## src/rtl/exu_alu_pkg.sv

```systemverilog
package exu_alu_pkg;
  localparam int INSTR_W = 32;
  localparam int OPC_HI  = 31;
  localparam int OPC_LO  = 26;
  localparam int FN_HI   = 5;
  localparam int FN_LO   = 0;
  localparam int SH_HI   = 10;
  localparam int SH_LO   = 6;
  localparam int IMM_W   = 16;

  localparam logic [5:0] OPC_REG   = 6'b000000;
  localparam logic [5:0] OPC_LOAD  = 6'b100011;
  localparam logic [5:0] OPC_STORE = 6'b101011;

  localparam logic [5:0] FN_ADD = 6'b100000;
  localparam logic [5:0] FN_SUB = 6'b100010;
  localparam logic [5:0] FN_SHL = 6'b000001;
  localparam logic [5:0] FN_SHR = 6'b000010;
  localparam logic [5:0] FN_INV = 6'b000100;

  typedef enum int {
    U_ADD = 0,
    U_SUB = 1,
    U_SHL = 2,
    U_SHR = 3,
    U_INV = 4
  } unit_e;

  localparam int NUM_UNITS = 5;
endpackage

```

## src/rtl/exu_alu_decode.sv

```systemverilog
module exu_alu_decode
  import exu_alu_pkg::*;
(
  input  logic                 clk,
  input  logic                 rst,
  input  logic [INSTR_W-1:0]   instr,
  output logic [NUM_UNITS-1:0] sel,
  output logic                 use_imm,
  output logic                 bad_code
);
  logic [5:0] opc;
  logic [5:0] fn;

  assign opc = instr[OPC_HI:OPC_LO];
  assign fn  = instr[FN_HI:FN_LO];

  always_comb begin
    sel     = '0;
    use_imm = 1'b0;
    if (opc == OPC_REG) begin
      case (fn)
        FN_ADD:  sel[U_ADD] = 1'b1;
        FN_SUB:  sel[U_SUB] = 1'b1;
        FN_SHL:  sel[U_SHL] = 1'b1;
        FN_SHR:  sel[U_SHR] = 1'b1;
        FN_INV:  sel[U_INV] = 1'b1;
        default: sel = '0;
      endcase
    end else if (opc == OPC_LOAD || opc == OPC_STORE) begin
      sel[U_ADD] = 1'b1;
      use_imm    = 1'b1;
    end
  end

  assign bad_code = (sel == '0);

  // at most one unit is ever picked
  assert_one_unit_R10: assert property (@(posedge clk) disable iff (rst)
    $onehot0(sel));

  // displacement is used only when the adder is the chosen unit
  assert_imm_only_on_add_R8: assert property (@(posedge clk) disable iff (rst)
    use_imm |-> (sel[U_ADD] && opc != OPC_REG));

  // the all-zero word selects no unit
  assert_zero_word_idle_R9: assert property (@(posedge clk) disable iff (rst)
    (instr == '0) |-> bad_code);
endmodule

```

## src/rtl/exu_alu_adder.sv

```systemverilog
module exu_alu_adder #(
  parameter int DATA_W = 32
) (
  input  logic              clk,
  input  logic              rst,
  input  logic [DATA_W-1:0] a,
  input  logic [DATA_W-1:0] b,
  input  logic              sub,
  output logic [DATA_W-1:0] sum
);
  logic [DATA_W-1:0] b_eff;

  assign b_eff = b ^ {DATA_W{sub}};
  assign sum   = a + b_eff + {{(DATA_W-1){1'b0}}, sub};

  // a difference plus the subtrahend gives back the minuend
  assert_sub_undo_R4: assert property (@(posedge clk) disable iff (rst)
    sub |-> ((sum + b) == a));

  // a sum minus one addend gives back the other
  assert_add_undo_R3: assert property (@(posedge clk) disable iff (rst)
    !sub |-> ((sum - b) == a));
endmodule

```

## src/rtl/exu_alu_shift.sv

```systemverilog
module exu_alu_shift #(
  parameter int DATA_W = 32,
  localparam int AMT_W = $clog2(DATA_W)
) (
  input  logic              clk,
  input  logic              rst,
  input  logic [DATA_W-1:0] din,
  input  logic [AMT_W-1:0]  amt,
  input  logic              left,
  output logic [DATA_W-1:0] dout
);
  logic [DATA_W-1:0] stage [0:AMT_W];

  assign stage[0] = din;

  generate
    for (genvar s = 0; s < AMT_W; s++) begin : g_stage
      localparam int DIST = 1 << s;
      always_comb begin
        if (!amt[s])
          stage[s+1] = stage[s];
        else if (left)
          stage[s+1] = stage[s] << DIST;
        else
          stage[s+1] = stage[s] >> DIST;
      end
    end
  endgenerate

  assign dout = stage[AMT_W];

  // vacated low bits are zero after a left shift
  assert_left_fill_R5: assert property (@(posedge clk) disable iff (rst)
    left |-> ((dout & ((DATA_W'(1) << amt) - DATA_W'(1))) == '0));

  // vacated high bits are zero after a right shift
  assert_right_fill_R6: assert property (@(posedge clk) disable iff (rst)
    !left |-> ((dout & ~({DATA_W{1'b1}} >> amt)) == '0));

  // a zero distance passes the operand through
  assert_zero_dist_R5: assert property (@(posedge clk) disable iff (rst)
    (amt == '0) |-> (dout == din));
endmodule

```

## src/rtl/exu_alu.sv

```systemverilog
module exu_alu
  import exu_alu_pkg::*;
#(
  parameter int DATA_W = 32,
  localparam int AMT_W = $clog2(DATA_W)
) (
  input  logic              clk,
  input  logic              rst,
  input  logic [DATA_W-1:0] op_a,
  input  logic [DATA_W-1:0] op_b,
  input  logic [INSTR_W-1:0] instr,
  output logic [DATA_W-1:0] result
);
  logic [NUM_UNITS-1:0] sel;
  logic                 use_imm;
  logic                 bad_code;
  logic [DATA_W-1:0]    imm_ext;
  logic [DATA_W-1:0]    add_b;
  logic [DATA_W-1:0]    add_out;
  logic [DATA_W-1:0]    sh_out;
  logic [DATA_W-1:0]    unit_out [NUM_UNITS];
  logic [DATA_W-1:0]    next_res;

  exu_alu_decode u_dec (
    .clk      (clk),
    .rst      (rst),
    .instr    (instr),
    .sel      (sel),
    .use_imm  (use_imm),
    .bad_code (bad_code)
  );

  assign imm_ext = {{(DATA_W-IMM_W){instr[IMM_W-1]}}, instr[IMM_W-1:0]};
  assign add_b   = use_imm ? imm_ext : op_b;

  exu_alu_adder #(.DATA_W(DATA_W)) u_add (
    .clk (clk),
    .rst (rst),
    .a   (op_a),
    .b   (add_b),
    .sub (sel[U_SUB]),
    .sum (add_out)
  );

  exu_alu_shift #(.DATA_W(DATA_W)) u_shf (
    .clk  (clk),
    .rst  (rst),
    .din  (op_b),
    .amt  (instr[SH_LO +: AMT_W]),
    .left (sel[U_SHL]),
    .dout (sh_out)
  );

  assign unit_out[U_ADD] = add_out;
  assign unit_out[U_SUB] = add_out;
  assign unit_out[U_SHL] = sh_out;
  assign unit_out[U_SHR] = sh_out;
  assign unit_out[U_INV] = ~op_b;

  always_comb begin
    next_res = '0;
    for (int u = 0; u < NUM_UNITS; u++)
      next_res = next_res | (unit_out[u] & {DATA_W{sel[u]}});
  end

  always_ff @(posedge clk) begin
    if (rst) result <= '0;
    else     result <= next_res;
  end

  // reset clears the output register
  assert_reset_clear_R1: assert property (@(posedge clk)
    rst |=> (result == '0));

  // an unrecognised code yields zero one cycle later
  assert_bad_code_zero_R10: assert property (@(posedge clk) disable iff (rst)
    bad_code |=> (result == '0));

  // inversion result and operand share no set bit
  assert_inv_disjoint_R7: assert property (@(posedge clk) disable iff (rst)
    sel[U_INV] |=> ((result & $past(op_b)) == '0));

  // output changes only through a registered update
  assert_hold_when_same_R2: assert property (@(posedge clk) disable iff (rst)
    ($stable(op_a) && $stable(op_b) && $stable(instr)) |=> $stable(result));
endmodule

```

## config.mk

```make
export PLATFORM = sky130hd
export DESIGN_NAME = exu_alu
export DESIGN_NICKNAME = d
export VERILOG_FILES = /design/src/rtl/exu_alu_pkg.sv /design/src/rtl/exu_alu_decode.sv /design/src/rtl/exu_alu_adder.sv /design/src/rtl/exu_alu_shift.sv /design/src/rtl/exu_alu.sv
export SDC_FILE = /design/constraint.sdc
export NUM_CORES = 1
export LEC_CHECK = 0
export BUFFER_PORTS_ARGS = -buffer_cell sky130_fd_sc_hd__buf_2
export CORE_MARGIN = 5
export CORE_UTILIZATION = 50
export CTS_BUF_LIST = sky130_fd_sc_hd__clkbuf_4 sky130_fd_sc_hd__clkbuf_8
export DETAILED_ROUTE_END_ITERATION = 10
export HOLD_SLACK_MARGIN = 0.1
export PLACE_DENSITY_LB_ADDON = 0.15
export SYNTH_ARGS = -nofsm -noshare
export SYNTH_HDL_FRONTEND = slang
export SYNTH_SLANG_ARGS = --single-unit
```

## constraint.sdc

```tcl
create_clock -name clk -period 6.9 [get_ports clk]
set_input_delay 0.69 -clock clk [delete_from_list [all_inputs] [get_ports clk]]
set_output_delay 0.69 -clock clk [all_outputs]
set_load 0.01 [all_outputs]
```

==> run metrics <==
ys async rst share 0; Finished Layout Cells between 1k and 1.5k; core area 0.0152 mm^2; Ports 130; Seq cells post-synth 32; CTS H-tree depth 2; vias in the first global route about 9k; Pleak 0.00329 uW; fmax around 200 MHz; overall power roughly 900 uW; post-synth top area share 0.0829; Post-Synth Simple-Gate Area 0.248; register bank with the most flops result; top cells by count, synth 109 x nor2_1, 108 x a21oi_1, 80 x nand2_1; post-synth cell types 88; Slew Viols, Final 0; main area contributors after synthesis dfxtp_1 8.3%, a21oi_1 7.0%, ha_1 6.2%; RSZ-0062 raised after global routing no; WL/cell 28.2 um; Adder-Cell Fraction of Synth Area 0.0641; Mapped Avg Cell Area between 6 and 7 um^2; Synth Area in Compound Gates 0.408; Worst IR Drop VDD between 60 and 70 uV; CTS tree done; outcome finished, final reports clean; largest net degree at the start of global routing between 60 and 70; Final HPWL DP 28.2 mm; drt first-iter violations between 1.5k and 2k; Worst slew margin 0.151; die height about 130 um; top_reg_cell synth dfxtp_1; fin crit share 0.740; Worst Tran Pin Value roughly 1.2 ns; Reg clk slew, reported paths approximately 0.07 ns; drt total wl between 30 and 40 mm; pwr dens ~110 mW/mm^2; CTS Hold Buffers Added 0; Critical Path End Type register; Setup violations, final 0; slowest stage cell, crit path a2111oi_2; total gr overflow 0; Ant. Diodes 0; initial antenna violation count 1; CTS root buf clkbuf_8; Nets approximately 1.3k; CP delay by family, top simple AND/OR/NAND/NOR gates; first-pass GRT wire length between 50 and 60 mm; min Tclk post-route 5.10 ns; area occupied by multi-input gates about 0.0065 mm^2; synthesis warning total 0; share of layout cells above drive strength 1 0.167; main combinational cell family by area after synthesis compound AO/OA/AOI/OAI gates; Fin Setup TNS 0 ns; Hold/Removal Path Class in -> reg; CP max stage delay between 0.6 and 0.7 ns; total die area around 0.018 mm^2; Post-Syn Area a little under 0.008 mm^2; initial core utilization 0.508; CP bufs+invs 4; clock sink count 32; Inst Count DP 1345; # resized after CTS 0; max reg flops 32; Pre-Repair DR Iteration Count 9; final hold vios 0; Max-Cap Viols 0; Post-synth EDFFs 0; mux cell area share after synthesis 0.0656; crit path max fanout 33; P&R area growth vs syn 8.18%; Via Count around 10k; CTS Buffer Depth 2; syn_nets roughly 1.3k; sequential share of the synthesized area 0.0829; Routed Antenna Nets 0; Setup CP Type in -> reg; die width roughly 130 um; CP arrival about 5.3 ns; gr usage total 0.404; Critical Path Start Type input port; area leader, netlist dfxtp_1; Via density about 7.6; # Post-CTS Setup Buffers 0; Post-Syn Instances 1127; Filler Cells Inserted between 1.5k and 2k; count leader, synth nor2_1; FP Rows between 40 and 50; TritonCTS Buffers 5; Register Area approximately 640 um^2; Largest regs result x32; crit path cell chain buf_2, nor4_4, buf_4, nand4_1, clkinv_1, buf_4, xnor2_1, ha_1, nand4_1, nor2_1, and2_1, a2111oi_2, nor4_1, o21ai_0, or3b_1, a31oi_1; DRC 0; CP required between 7 and 8 ns; gpl congestion about 1.1; IO Port Bufs about 120; Synth Area in XOR/XNOR 0.0601
[power by group]
group	leakage [uW]	internal, uW	switching (uW)	total [uW]
sequential	0.000258	186	0.372	187
combinational	0.00298	182	357	539
clock	0.0000541	107	71.8	179
[final timing paths]
kind / start / to / cells past startpoint
max: instr[31] / result[21]$_SDFF_PP0_ / 16
min: op_b[28] / result[28]$_SDFF_PP0_ / 2
[cell usage in the layout (no fill, tap or decap), drive strengths merged, types with 32 or more instances in the layout]
cell and instances:
ha 38, a31oi 35, dfxtp 32, nor2 109, xnor2 43, nor3 33
o21ai 56, nand2 80, buf 138, a21oi 110, nand3 34
[layout make-up]
cell class                 instances  area share
clock buffer                       5     0.00823
multi-input combinational        964       0.783
inverter                          23      0.0103
clock inverter                     3     0.00509
tap                              188      0.0281
sequential                        32      0.0766
timing repair buffer             138      0.0883
[stage by stage]
stage	instance area [um^2]	hold WS (ns)	utilization	setup slack [ns]
3_5_place_dp	8250	1.08	0.543	1.65
3_3_place_gp	8250	1.08	0.543	1.77
4_1_cts	8360	0.840	0.550	1.93
2_1_floorplan	7730	0.852	-	2.71
5_1_grt	8360	0.862	0.550	1.56
6_report	8360	0.851	0.550	1.80
[cell families (layout without fill, tap and decap cells)]
| family | Yosys count | after routing |
|---|---|---|
| XOR/XNOR | 53 | 53 |
| flip-flops | 32 | 32 |
| multiplexers | 44 | 44 |
| AND/OR/NAND/NOR | 375 | 375 |
| AO/OA/AOI/OAI | 453 | 453 |
| buffers and inverters | 131 | 169 |
| adder cells (fa/ha/maj) | 39 | 39 |
[layer usage]
| layer | vias to the layer above | wire, um | global-route usage |
|---|---|---|---|
| met1 | 4716 | 14700 | 0.551 |
| met2 | 897 | 15100 | 0.575 |
| met4 | 2 | 2690 | 0.209 |
| li1 | 4435 | - | - |
| met3 | 180 | 5630 | 0.117 |
| met5 | - | 13 | 0 |
No activity file was read; power rests on OpenSTA's default activity.
